===== config.mk =====
export PLATFORM = sky130hd
export DESIGN_NAME = i2c_regbank
export DESIGN_NICKNAME = d
export VERILOG_FILES = /design/src/rtl/i2c_regbank_pkg.sv /design/src/rtl/i2c_line_sync.sv /design/src/rtl/i2c_target_fsm.sv /design/src/rtl/i2c_reg_file.sv /design/src/rtl/i2c_regbank.sv
export SDC_FILE = /design/constraint.sdc
export NUM_CORES = 1
export LEC_CHECK = 0
export BUFFER_PORTS_ARGS = -buffer_cell sky130_fd_sc_hd__buf_2
export CAP_MARGIN = 0
export CORE_MARGIN = 5
export CORE_UTILIZATION = 36
export DETAILED_ROUTE_END_ITERATION = 10
export GPL_TIMING_DRIVEN = 1
export HOLD_SLACK_MARGIN = 0.02
export SLEW_MARGIN = 20
export SYNTH_ARGS = -nofsm -noshare
export SYNTH_HDL_FRONTEND = slang
export SYNTH_SLANG_ARGS = --single-unit

===== constraint.sdc =====
create_clock -name clk -period 3.95 [get_ports clk]
set_clock_uncertainty 0.15 [all_clocks]
set_input_delay 0.395 -clock clk [delete_from_list [all_inputs] [get_ports clk]]
set_output_delay 0.395 -clock clk [all_outputs]
set_load 0.02 [all_outputs]

===== src/rtl/i2c_regbank_pkg.sv =====
package i2c_regbank_pkg;

  localparam int DW     = 8;
  localparam int AW     = 8;
  localparam int FLAG_W = 6;
  localparam int MODE_W = 2;

  localparam logic [DW-2:0] DEV_ADDR = 7'h63;

  localparam logic [AW-1:0] A_CTL = 8'h0A;
  localparam logic [AW-1:0] A_FLG = 8'h0B;

  // plain read/write registers: index 0 monitor, 1 ramp, 2 feature, 3 current
  localparam int N_PLAIN = 4;
  localparam logic [N_PLAIN*AW-1:0] PLAIN_ADDR = {8'h09, 8'h08, 8'h06, 8'h01};
  localparam logic [N_PLAIN*DW-1:0] PLAIN_RST  = {8'h0F, 8'h52, 8'h00, 8'h80};

  typedef enum logic [3:0] {
    ST_IDLE,
    ST_ADDR,
    ST_ADDR_ACK,
    ST_PTR,
    ST_PTR_ACK,
    ST_WDAT,
    ST_WDAT_ACK,
    ST_RDAT,
    ST_RACK,
    ST_WAIT
  } tgt_state_e;

endpackage


===== src/rtl/i2c_line_sync.sv =====
module i2c_line_sync #(
  parameter int STAGES = 2
) (
  input  logic clk,
  input  logic rst_n,
  input  logic line_i,
  output logic line_s,
  output logic line_q
);

  // chain[STAGES-1] is the synchronized copy, chain[STAGES] its previous value
  logic [STAGES:0] chain;

  always_ff @(posedge clk or negedge rst_n) begin
    if (!rst_n) begin
      chain <= '1;
    end else begin
      chain <= {chain[STAGES-1:0], line_i};
    end
  end

  assign line_s = chain[STAGES-1];
  assign line_q = chain[STAGES];

endmodule


===== src/rtl/i2c_target_fsm.sv =====
module i2c_target_fsm
  import i2c_regbank_pkg::*;
(
  input  logic          clk,
  input  logic          rst_n,
  input  logic          scl_s,
  input  logic          scl_q,
  input  logic          sda_s,
  input  logic          sda_q,
  input  logic [DW-1:0] rd_data,
  output logic          sda_oe,
  output logic          wr_en,
  output logic          rd_en,
  output logic [AW-1:0] ptr,
  output logic [DW-1:0] wr_data
);

  localparam int CNT_W = $clog2(DW + 1);

  tgt_state_e     st_q, st_n;
  logic [CNT_W-1:0] cnt_q, cnt_n;
  logic [DW-1:0]  rx_q, rx_n;
  logic [DW-1:0]  tx_q, tx_n;
  logic [AW-1:0]  ptr_q, ptr_n;
  logic           rw_q, rw_n;
  logic           oe_q, oe_n;

  logic scl_rise, scl_fall, start_c, stop_c, byte_full, last_tx;

  assign scl_rise  = scl_s & ~scl_q;
  assign scl_fall  = ~scl_s & scl_q;
  assign start_c   = scl_s & scl_q & sda_q & ~sda_s;
  assign stop_c    = scl_s & scl_q & ~sda_q & sda_s;
  assign byte_full = (cnt_q == CNT_W'(DW));
  assign last_tx   = (cnt_q == CNT_W'(DW - 1));

  always_comb begin
    st_n  = st_q;
    cnt_n = cnt_q;
    rx_n  = rx_q;
    tx_n  = tx_q;
    ptr_n = ptr_q;
    rw_n  = rw_q;
    wr_en = 1'b0;
    rd_en = 1'b0;
    if (start_c) begin
      st_n  = ST_ADDR;
      cnt_n = '0;
    end else if (stop_c) begin
      st_n  = ST_IDLE;
      cnt_n = '0;
    end else begin
      case (st_q)
        ST_ADDR, ST_PTR, ST_WDAT: begin
          if (scl_rise && !byte_full) begin
            rx_n  = {rx_q[DW-2:0], sda_s};
            cnt_n = cnt_q + 1'b1;
          end else if (scl_fall && byte_full) begin
            cnt_n = '0;
            if (st_q == ST_ADDR) begin
              if (rx_q[DW-1:1] == DEV_ADDR) begin
                rw_n = rx_q[0];
                st_n = ST_ADDR_ACK;
              end else begin
                st_n = ST_WAIT;
              end
            end else if (st_q == ST_PTR) begin
              ptr_n = rx_q;
              st_n  = ST_PTR_ACK;
            end else begin
              wr_en = 1'b1;
              st_n  = ST_WDAT_ACK;
            end
          end
        end
        ST_ADDR_ACK: begin
          if (scl_fall) begin
            if (rw_q) begin
              st_n  = ST_RDAT;
              tx_n  = rd_data;
              rd_en = 1'b1;
            end else begin
              st_n = ST_PTR;
            end
          end
        end
        ST_PTR_ACK, ST_WDAT_ACK: begin
          if (scl_fall) begin
            st_n = ST_WDAT;
          end
        end
        ST_RDAT: begin
          if (scl_fall) begin
            if (last_tx) begin
              st_n  = ST_RACK;
              cnt_n = '0;
            end else begin
              tx_n  = {tx_q[DW-2:0], 1'b0};
              cnt_n = cnt_q + 1'b1;
            end
          end
        end
        ST_RACK: begin
          if (scl_rise) begin
            rx_n[0] = sda_s;
          end else if (scl_fall) begin
            if (!rx_q[0]) begin
              st_n  = ST_RDAT;
              tx_n  = rd_data;
              rd_en = 1'b1;
            end else begin
              st_n = ST_WAIT;
            end
          end
        end
        default: ;
      endcase
    end
    oe_n = (st_n == ST_ADDR_ACK) || (st_n == ST_PTR_ACK) || (st_n == ST_WDAT_ACK) ||
           ((st_n == ST_RDAT) && !tx_n[DW-1]);
  end

  always_ff @(posedge clk or negedge rst_n) begin
    if (!rst_n) begin
      st_q  <= ST_IDLE;
      cnt_q <= '0;
      rx_q  <= '0;
      tx_q  <= '0;
      ptr_q <= '0;
      rw_q  <= 1'b0;
      oe_q  <= 1'b0;
    end else begin
      st_q  <= st_n;
      cnt_q <= cnt_n;
      rx_q  <= rx_n;
      tx_q  <= tx_n;
      ptr_q <= ptr_n;
      rw_q  <= rw_n;
      oe_q  <= oe_n;
    end
  end

  assign sda_oe  = oe_q;
  assign ptr     = ptr_q;
  assign wr_data = rx_q;

endmodule


===== src/rtl/i2c_reg_file.sv =====
module i2c_reg_file
  import i2c_regbank_pkg::*;
(
  input  logic              clk,
  input  logic              rst_n,
  input  logic              wr_en,
  input  logic [AW-1:0]     wr_addr,
  input  logic [DW-1:0]     wr_data,
  input  logic              rd_en,
  input  logic [AW-1:0]     rd_addr,
  input  logic [FLAG_W-1:0] flag_set,
  input  logic              mode_clr,
  output logic [DW-1:0]     rd_data,
  output logic [N_PLAIN-1:0][DW-1:0] plain_q,
  output logic [DW-1:0]     ctl_q,
  output logic [DW-1:0]     flags_q,
  output logic              release_q
);

  localparam int RSV_W = DW - FLAG_W;

  genvar g;
  generate
    for (g = 0; g < N_PLAIN; g++) begin : g_plain
      logic          hit;
      logic [DW-1:0] r_q;
      assign hit = wr_en && (wr_addr == PLAIN_ADDR[g*AW +: AW]);
      always_ff @(posedge clk or negedge rst_n) begin
        if (!rst_n) begin
          r_q <= PLAIN_RST[g*DW +: DW];
        end else if (hit) begin
          r_q <= wr_data;
        end
      end
      assign plain_q[g] = r_q;
    end
  endgenerate

  // control register with hardware mode clear taking priority
  logic          ctl_hit, ctl_en;
  logic [DW-1:0] ctl_r, ctl_n;

  assign ctl_hit = wr_en && (wr_addr == A_CTL);
  assign ctl_en  = ctl_hit || mode_clr;

  always_comb begin
    ctl_n = ctl_hit ? wr_data : ctl_r;
    if (mode_clr) begin
      ctl_n[MODE_W-1:0] = '0;
    end
  end

  always_ff @(posedge clk or negedge rst_n) begin
    if (!rst_n) begin
      ctl_r <= '0;
    end else if (ctl_en) begin
      ctl_r <= ctl_n;
    end
  end

  // flags: sticky sets, cleared by a read load, new sets survive the clear
  logic              rd_clr;
  logic [FLAG_W-1:0] flg_r, flg_n;
  logic              rel_r;

  assign rd_clr = rd_en && (rd_addr == A_FLG);
  assign flg_n  = (rd_clr ? '0 : flg_r) | flag_set;

  always_ff @(posedge clk or negedge rst_n) begin
    if (!rst_n) begin
      flg_r <= '0;
      rel_r <= 1'b0;
    end else begin
      flg_r <= flg_n;
      rel_r <= rd_clr;
    end
  end

  always_comb begin
    rd_data = '0;
    for (int i = 0; i < N_PLAIN; i++) begin
      if (rd_addr == PLAIN_ADDR[i*AW +: AW]) begin
        rd_data = plain_q[i];
      end
    end
    if (rd_addr == A_CTL) begin
      rd_data = ctl_r;
    end
    if (rd_addr == A_FLG) begin
      rd_data = {{RSV_W{1'b0}}, flg_r};
    end
  end

  assign ctl_q     = ctl_r;
  assign flags_q   = {{RSV_W{1'b0}}, flg_r};
  assign release_q = rel_r;

endmodule


===== src/rtl/i2c_regbank.sv =====
module i2c_regbank
  import i2c_regbank_pkg::*;
#(
  parameter int SYNC_STAGES = 2
) (
  input  logic              clk,
  input  logic              rst_n,
  input  logic              scl_i,
  input  logic              sda_i,
  output logic              sda_oe,
  input  logic [FLAG_W-1:0] flag_set,
  input  logic              mode_clr,
  output logic [DW-1:0]     ctl_o,
  output logic [DW-1:0]     mon_o,
  output logic [DW-1:0]     ramp_o,
  output logic [DW-1:0]     feat_o,
  output logic [DW-1:0]     cur_o,
  output logic [DW-1:0]     flags_o,
  output logic              fault_release
);

  localparam int N_LINES = 2;

  logic [N_LINES-1:0] raw_l, sync_l, prev_l;
  assign raw_l = {sda_i, scl_i};

  genvar g;
  generate
    for (g = 0; g < N_LINES; g++) begin : g_sync
      i2c_line_sync #(.STAGES(SYNC_STAGES)) u_sync (
        .clk    (clk),
        .rst_n  (rst_n),
        .line_i (raw_l[g]),
        .line_s (sync_l[g]),
        .line_q (prev_l[g])
      );
    end
  endgenerate

  logic          wr_en, rd_en;
  logic [AW-1:0] ptr;
  logic [DW-1:0] wr_data, rd_data;
  logic [N_PLAIN-1:0][DW-1:0] plain_q;

  i2c_target_fsm u_fsm (
    .clk     (clk),
    .rst_n   (rst_n),
    .scl_s   (sync_l[0]),
    .scl_q   (prev_l[0]),
    .sda_s   (sync_l[1]),
    .sda_q   (prev_l[1]),
    .rd_data (rd_data),
    .sda_oe  (sda_oe),
    .wr_en   (wr_en),
    .rd_en   (rd_en),
    .ptr     (ptr),
    .wr_data (wr_data)
  );

  i2c_reg_file u_regs (
    .clk       (clk),
    .rst_n     (rst_n),
    .wr_en     (wr_en),
    .wr_addr   (ptr),
    .wr_data   (wr_data),
    .rd_en     (rd_en),
    .rd_addr   (ptr),
    .flag_set  (flag_set),
    .mode_clr  (mode_clr),
    .rd_data   (rd_data),
    .plain_q   (plain_q),
    .ctl_q     (ctl_o),
    .flags_q   (flags_o),
    .release_q (fault_release)
  );

  assign mon_o  = plain_q[0];
  assign ramp_o = plain_q[1];
  assign feat_o = plain_q[2];
  assign cur_o  = plain_q[3];

endmodule


Word level (Yosys, flattened, before mapping)

Index checks and enable logic that the tools add are counted.

Reduce and logical (&&, ||, !) cells: 29
Equality and inequality tests: 32
Add/sub/neg operators: 1
Bitwise gates (word level): 16
Mux-type cells: 60

Operators by type and width:

| operator                                                              | count |
|---|---|
| 8-bit two-way mux                                                     | 15 |
| 4-bit two-way mux                                                     | 19 |
| 4-bit by 3-bit equality test with 1-bit output, second input constant | 8 |
| 8-bit by 4-bit equality test with 1-bit output, second input constant | 4 |
| 8-bit case mux with 3 select lines                                    | 1 |
| 4-bit case mux with 5 select lines                                    | 1 |
| 1-bit two-way mux                                                     | 16 |
| 7-bit AND reduction                                                   | 2 |
| 4-bit by 2-bit equality test with 1-bit output, second input constant | 3 |
| 2-bit by 1-bit != test with 1-bit output, second input constant       | 6 |
| 10-bit AND reduction                                                  | 1 |
| 1-bit logical AND                                                     | 9 |
| 4-bit equality test, second input constant                            | 2 |
| 8-bit by 1-bit equality test with 1-bit output, second input constant | 1 |
| 8-bit by 3-bit equality test with 1-bit output, second input constant | 1 |
| 1-bit NOT                                                             | 8 |
| 4-bit case mux with 2 select lines                                    | 1 |
| 1-bit bitwise AND                                                     | 7 |
| 7-bit equality test, second input constant                            | 1 |
| 2-bit two-way mux                                                     | 3 |
| 6-bit two-way mux                                                     | 1 |
| 2-bit != test, second input constant                                  | 3 |
| 6-bit OR                                                              | 1 |
| 5-bit by 1-bit != test with 1-bit output, second input constant       | 1 |
| other kinds (16)                                                      | 23 |

Output and inout bits: 50
Register bits after elaboration: 87
Word-level logic and storage cells: 157
Input port bits: 11

Longest topological paths before layout

Gate-level depths: netlist of the first run.

Word-level depth: 16
Gate-level depth with buffers: 10
Gate-level depth less buffers: 8

Modules after synthesis

From an unflattened synthesis of the first run, not the netlist that was laid out.

Cells, all modules: 386
Area total of the unflattened synthesis: 4473.0 um^2

Modules (own cells, without submodules):

| module         | cells each | sequential area each (um^2) | times used | area an instance (um^2) |
|---|---|---|---|---|
| i2c_reg_file   | 203        | 1186.1                      | 1          | 2411.1 |
| i2c_target_fsm | 177        | 850.8                       | 1          | 1904.3 |
| i2c_line_sync  | 3          | 78.8                        | 2          | 78.8 |

Least setup slack after synthesis of the first run

Ideal clock, no wire load.

Path kind: reg-to-reg
From: register u_fsm.ptr_q[5] (netlist: u_fsm.ptr[5])
To: register u_regs.ctl_r[2] (netlist: u_regs.ctl_q[2])
Path slack: 0.970 ns
Data arrival time: 2.705 ns
Clock period less this slack: 2.980 ns
Library setup time: 0.125 ns
Stages on the path, launching flop included: 8
Data required time: 3.675 ns
Buffers on the path: 2
Cell sequence: dfrtp_1 -> or4_1 -> or3b_1 -> buf_2 -> or4_1 -> buf_2 -> nor3_4 -> mux2_2

Word-level cells in the longest chain between the ends: 4

Ends and longest elaborated chain:

| what                                             | line                  | RTL |
|---|---|---|
| start: declaration                               | i2c_target_fsm.sv:24  | `logic [AW-1:0] ptr_q, ptr_n;` |
| start signal: assignment                         | i2c_target_fsm.sv:137 | `ptr_q <= ptr_n;` |
| 8-bit by 4-bit equality test with 1-bit output * | i2c_reg_file.sv:43    | `assign ctl_hit = wr_en && (wr_addr == A_CTL);` |
| 1-bit logical AND *                              | i2c_reg_file.sv:43    |  |
| 1-bit logical OR                                 | i2c_reg_file.sv:44    | `assign ctl_en = ctl_hit \|\| mode_clr;` |
| 2-bit AND reduction (no source line) *           | --                    |  |
| end signal: assignment                           | i2c_reg_file.sv:57    | `ctl_r <= ctl_n;` |
| end: declaration                                 | i2c_reg_file.sv:41    | `logic [DW-1:0] ctl_r, ctl_n;` |

Mark *: on every way between the ends. The rest lies on a longest branch, timed or not.
A chain may end at the register's enable or synchronous reset.

Worst setup path after layout of the first run

From: register u_fsm.ptr_q[5] (netlist: u_fsm.ptr[5])
To: register u_regs.ctl_r[5] (netlist: u_regs.ctl_q[5])

Same word-level chain as after synthesis.

==> flow_metrics.env, run 1 <==
export IMPL_timing_rr_end="u_regs.ctl_q[5]"
export IMPL_status="completed"
export IMPL_max_freq_mhz=297
export IMPL_wl_met2_um=5400
export IMPL_synth_seq_area_share=0.511
export IMPL_wl_met3_um=358
export IMPL_dp_cells=579
export IMPL_hpwl_um=7870
export IMPL_synthTopCellsByCount="dfrtp_1 (73), mux2_2 (55), o21ai_0 (27)"
export IMPL_die_w_um=119
export IMPL_pre_cts_slack_ps=610
export IMPL_worstSetupStartpointType="flop"
export IMPL_relSlewSlack=0.420
export IMPL_drv_slew=0
export IMPL_synth_cells=386
export IMPL_yosysWarnings=0
export IMPL_dr_total_vias=3338
export IMPL_arrival_ps=3430
export IMPL_grtUsageTotal=0.159
export IMPL_endpoint_kind="flop"
export IMPL_area_growth_pct=17.0
export IMPL_cts_sinks=87
export IMPL_synth_edf_count=0
export IMPL_reg2reg_from="u_fsm.ptr[5]"
export IMPL_yosys_area_top_type="dfrtp_1"
export IMPL_nets=458
export IMPL_finalWorstSetupSlack_ps=588
export IMPL_synthMostInstantiatedCell="dfrtp_1"
export IMPL_grt_pass1_wl_um=18100
export IMPL_power_total_mw=2.37
export IMPL_crit_fanout=12
export IMPL_yosysUniqueCellTypes=59
export IMPL_cts_resized_gates=0
export IMPL_grt_antenna_before_repair=0
export IMPL_synth_seq_cells=87
export IMPL_clkTransAtPathRegs_ps=60
export IMPL_coreArea_um2=11900
export IMPL_highest_layer="met4"
export IMPL_n_fill_cell=1136
export IMPL_drc=0
export IMPL_period_share=0.851
export IMPL_netlist_area_um2=4300
export IMPL_async_flop_share=1.00
export IMPL_first_pass_iters=4
export IMPL_worstSetupPathType="reg2reg"
export IMPL_wl_met1_um=5000
export IMPL_io_buffers=58
export IMPL_clk_path_buf_depth=2
export IMPL_dieHeight_um=119
export IMPL_min_period_ps=3360
export IMPL_antenna_cells=0
export IMPL_reg2reg_slack_ps=590
export IMPL_grt_pass1_vias=3381
export IMPL_grt_max_degree=70
export IMPL_synthTopCellsByArea="dfrtp_1 (43%), mux2_2 (14%), dfstp_2 (8.6%)"
export IMPL_io_pins=61
export IMPL_max_cap_violations=0
export IMPL_r2r_cells=6
export IMPL_cp_required_ps=4020
export IMPL_cellLeakagePower_nw=2.31
export IMPL_rsz0062_at_grt="false"
export IMPL_hold_class="in2async"
export IMPL_ys_flop_type="dfrtp_1"
export IMPL_start_util=0.362
export IMPL_cts_tree="built"
export IMPL_power_density_nw_per_um2=472
export IMPL_rows=40
export IMPL_cts_buffers=9
export IMPL_layout_drive_gt1_share=0.356
export IMPL_tns_ps=0
export IMPL_gp_congestion=0.835
export IMPL_drt_total_wl_um=11000
export IMPL_synth_top_cell_area_share=0.425
export IMPL_grt_overflow_total=0
export IMPL_final_antenna_net_count=0
export IMPL_worst_pin_slew_ps=863
export IMPL_drt_iter0_markers=135
export IMPL_cts_root_buf="clkbuf_16"
export IMPL_viasPerCell=5.59
export IMPL_htree_num_levels=3
export IMPL_cts_setup_buffers=0
export IMPL_setup_viol=0
export IMPL_clock_latency_ps=340
export IMPL_post_route_util=0.424
export IMPL_vdd_drop_max_uv=214
export IMPL_final_hold_violation_count=0
export IMPL_die_area_um2=14200
export IMPL_routedWlPerCell_um=18.4
export IMPL_finalNonFillerCells=597
export IMPL_avgSynthCellArea_um2=11.1
==> final cells by class <==
type	instances	area, um2	share of cell area
flip-flops and latches	87	2190	0.436
multi-input cells	268	1980	0.393
repair buffers	68	373	0.0741
clock buffers	12	236	0.0470
well taps	147	184	0.0366
inverters	11	41.3	0.00821
clock inverters	4	25.0	0.00498
==> state kept, by name, indices dropped and copies added (netlist names), 4 cells and up <==
name,count
u_fsm.cnt_q,4
u_fsm.wr_data,8
u_regs.ctl_q,8
u_regs.flg_r,6
g_sync.u_sync.chain,6
u_fsm.st_q,4
u_fsm.ptr,8
u_regs.g_plain.r_q,32
u_fsm.tx_q,8
==> how the worst max path moves through the flow <==
stage / start / to / slack [ps]
global placement: u_fsm.ptr[5] / u_regs.ctl_q[3] / 670
global route: u_fsm.ptr[5] / u_regs.ctl_q[5] / 500
floorplan: u_fsm.ptr[5] / u_regs.ctl_q[2] / 970
finish: u_fsm.ptr[5] / u_regs.ctl_q[5] / 590
detailed placement: u_fsm.ptr[5] / u_regs.ctl_q[5] / 610
CTS: u_fsm.ptr[5] / u_regs.ctl_q[5] / 580
==> timing repair <==
action / in CTS / in global routing
hold buffers: 2 / 0
hold endpoints to repair: 2 / 0
setup endpoints to repair: 0 / 0
==> stage by stage <==
| stage | hold slack (ps) | cell area, um2 |
|---|---|---|
| 6_report | 24.5 | 5030 |
| 5_1_grt | 70.5 | 5030 |
| 4_1_cts | 58.2 | 5030 |
| 3_5_place_dp | 199 | 4750 |
| 3_3_place_gp | 198 | 4750 |
| 2_1_floorplan | -50.6 | 4300 |
==> routing by layer <==
metal	vias up	global-route usage
met5	-	0
met4	0	0.0630
met3	18	0.0299
met2	65	0.256
met1	1711	0.211
li1	1544	-
==> cells by family after synthesis <==
kind of cell             after synthesis  synth area share
adder cells (fa/ha/maj)                2           0.00582
AND/OR/NAND/NOR                       99             0.138
XOR/XNOR                               5            0.0102
other                                  1          0.000873
AO/OA/AOI/OAI                        101             0.151
buffers and inverters                 32            0.0306
multiplexers                          59             0.153
flip-flops                            87             0.511
==> worst max-delay path: stages (launching register included) <==
cell and delay (ps):
dfrtp_1 380, or4_1 520, buf_4 190, or3b_1 520, or4_1 680, nor3_4 420
mux2_2 390
==> power by group <==
part | switching [mW] | internal (mW) | leakage, nW
combinational | 0.253 | 0.213 | 1.07
sequential | 0.188 | 0.962 | 1.12
clock | 0.334 | 0.424 | 0.123
==> layout by cell type (no fill, tap or decap), types with 3 or more instances in the layout <==
cell,synthesis,layout
nor3_1,5,5
xnor2_1,5,5
nand3_1,7,7
a22oi_1,11,11
o21ai_0,27,27
dfrtp_1,73,73
or4_1,4,4
a31oi_1,3,3
mux2i_1,4,4
nand3b_1,3,3
clkbuf_16,0,9
nor4bb_1,3,3
mux2_2,55,55
dfstp_2,14,14
nor2_1,16,16
and3b_1,4,4
nor2b_1,6,6
nand2b_1,4,4
buf_2,2,57
a21o_1,7,7
nor3b_1,5,5
or3b_2,3,3
clkbuf_1,16,3
a21oi_1,17,17
buf_4,2,9
nand2_1,21,21
inv_1,11,11
a211oi_1,3,3
o22ai_1,14,14
No activity file was read; power rests on OpenSTA's default activity.
==> inputs of run 2 (changes only) <==
--- a/config.mk
+++ b/config.mk
@@ -12,7 +12,8 @@
 export DETAILED_ROUTE_END_ITERATION = 10
 export GPL_TIMING_DRIVEN = 1
 export HOLD_SLACK_MARGIN = 0.02
-export SLEW_MARGIN = 20
+export REMOVE_ABC_BUFFERS = 1
+export SLEW_MARGIN = 0
 export SYNTH_ARGS = -nofsm -noshare
 export SYNTH_HDL_FRONTEND = slang
 export SYNTH_SLANG_ARGS = --single-unit
==> run 2 against run 1 <==
  * Total power up 3.9%
  * Routed wire length down 0.21%
  * First-iteration DRC count up 36%
  * Core utilization up 0.25 points
  * Critical path type unchanged
  * Critical endpoint unchanged
  * Largest power group unchanged
  * Highest routed layer unchanged
==> flow_metrics.env, run 2 (synthesis gave the netlist of run 1 again) <==
export IMPL_cts_tree="built"
export IMPL_rows=40
export IMPL_min_period_ps=3200
export IMPL_period_share=0.811
export IMPL_routedWlPerCell_um=18.4
export IMPL_final_antenna_net_count=0
export IMPL_top_register="u_regs.g_plain.r_q"
export IMPL_power_density_nw_per_um2=487
export IMPL_hold_class="in2reg"
export IMPL_die_area_um2=14200
export IMPL_grt_overflow_total=0
export IMPL_worstSetupStartpointType="flop"
export IMPL_max_cap_violations=0
export IMPL_start_util=0.362
export IMPL_grtUsageTotal=0.160
export IMPL_drt_iter0_markers=183
export IMPL_cts_resized_gates=0
export IMPL_worst_path_buf_inv=0
export IMPL_grt_pass1_vias=3388
export IMPL_clockPowerShare=0.343
export IMPL_cellLeakagePower_nw=2.32
export IMPL_path_cells="or4_1, or3b_1, or4_1, nor3_4, mux2_2"
export IMPL_largest_reg_flops=32
export IMPL_switching_power_mw=0.799
export IMPL_drc=0
export IMPL_area_growth_pct=17.7
export IMPL_status="completed"
export IMPL_grt_pass1_wl_um=18200
export IMPL_power_total_mw=2.47
export IMPL_die_w_um=119
export IMPL_first_pass_iters=4
export IMPL_antenna_cells=0
export IMPL_crit_fanout=9
export IMPL_relSlewSlack=0.263
export IMPL_dp_cells=578
export IMPL_worstSetupPathType="reg2reg"
export IMPL_cp_required_ps=4020
export IMPL_power_internal_mw=1.67
export IMPL_n_fill_cell=1135
export IMPL_mostFrequentLayoutCell="dfrtp_1"
export IMPL_dr_total_vias=3291
export IMPL_most_common_layout_cells="dfrtp_1 (73), buf_2 (57), mux2_2 (55)"
export IMPL_cts_buffers=9
export IMPL_worst_path_largest_cell_delay_ps=680
export IMPL_grt_max_degree=88
export IMPL_worst_pin_slew_ps=1110
export IMPL_gp_congestion=0.815
export IMPL_coreArea_um2=11900
export IMPL_path_delay_family="simple AND/OR/NAND/NOR gates"
export IMPL_max_freq_mhz=312
export IMPL_power_share_combinational=0.188
export IMPL_endpoint_kind="flop"
export IMPL_p_seq_frac=0.469
export IMPL_tns_ps=0
export IMPL_hpwl_um=7670
export IMPL_cts_sinks=87
export IMPL_vdd_drop_max_uv=240
export IMPL_dieHeight_um=119
export IMPL_pre_cts_slack_ps=774
export IMPL_whs_ps=74.4
export IMPL_clk_path_buf_depth=2
export IMPL_layout_drive_gt1_share=0.359
export IMPL_cts_root_buf="clkbuf_16"
export IMPL_drt_total_wl_um=11000
export IMPL_drv_slew=0
export IMPL_arrival_ps=3270
export IMPL_clock_latency_ps=330
export IMPL_cpMostUsedCell="or4_1"
export IMPL_io_pins=61
export IMPL_clkTransAtPathRegs_ps=70
export IMPL_grt_antenna_before_repair=0
export IMPL_nets=457
export IMPL_critical_path_slowest_cell="or4_1"
export IMPL_final_hold_violation_count=0
export IMPL_io_buffers=58
export IMPL_setup_viol=0
export IMPL_rsz0062_at_grt="false"
export IMPL_viasPerCell=5.52
export IMPL_finalNonFillerCells=596
export IMPL_htree_num_levels=3
export IMPL_finalWorstSetupSlack_ps=746
export IMPL_netSwitchingFraction=0.324
==> run 2: final timing paths <==
check                                            end  cells after the start                       from  slack (ps)
max                                  u_regs.ctl_q[5]                      5               u_fsm.ptr[5]         750
min                                  u_regs.ctl_q[0]                      2                   mode_clr          70
max reg2reg                          u_regs.ctl_q[5]                      5               u_fsm.ptr[5]         750
min reg2reg                g_sync[1].u_sync.chain[1]                      0  g_sync[1].u_sync.chain[0]         210
max in group asynchronous   u_regs.g_plain[3].r_q[6]                      1                      rst_n        2820
min in group asynchronous           u_fsm.wr_data[2]                      1                      rst_n         110
==> run 2: layer usage <==
metal	vias to the layer above	GRT usage	share of wire
met1	1660	0.214	0.46
li1	1537	-	-
met2	84	0.258	0.48
met3	10	0.0318	0.046
met5	-	0	0
met4	0	0.0601	0.013
==> run 2: power groups by stage <==
stage	sequential [mW]	combinational [mW]	clock, mW
floorplan	1.09	0.347	0
global placement	1.16	0.453	0
detailed placement	1.17	0.462	0
CTS	1.15	0.466	0.868
global route	1.18	0.521	0.910
finish	1.16	0.464	0.845
==> run 2: what timing repair did <==
item	CTS	global route
endpoints found under the hold margin	2	0
hold buffers	2	0
setup buffers	0	0
==> run 2: cell type report <==
type                    instances  area [um2]  area share
flip-flops and latches         87        2190       0.434
clock buffers                  10         229      0.0453
clock inverters                 6        70.1      0.0138
well taps                     147         184      0.0364
inverters                      11        41.3     0.00816
multi-input cells             268        1980       0.390
repair buffers                 67         365      0.0722
==> run 2: metrics by stage <==
| stage | cell area, um2 | utilization |
|---|---|---|
| floorplan | 4210 | - |
| global placement | 4740 | 0.400 |
| detailed placement | 4740 | 0.400 |
| CTS | 5060 | 0.427 |
| global route | 5060 | 0.427 |
| finish | 5060 | 0.427 |
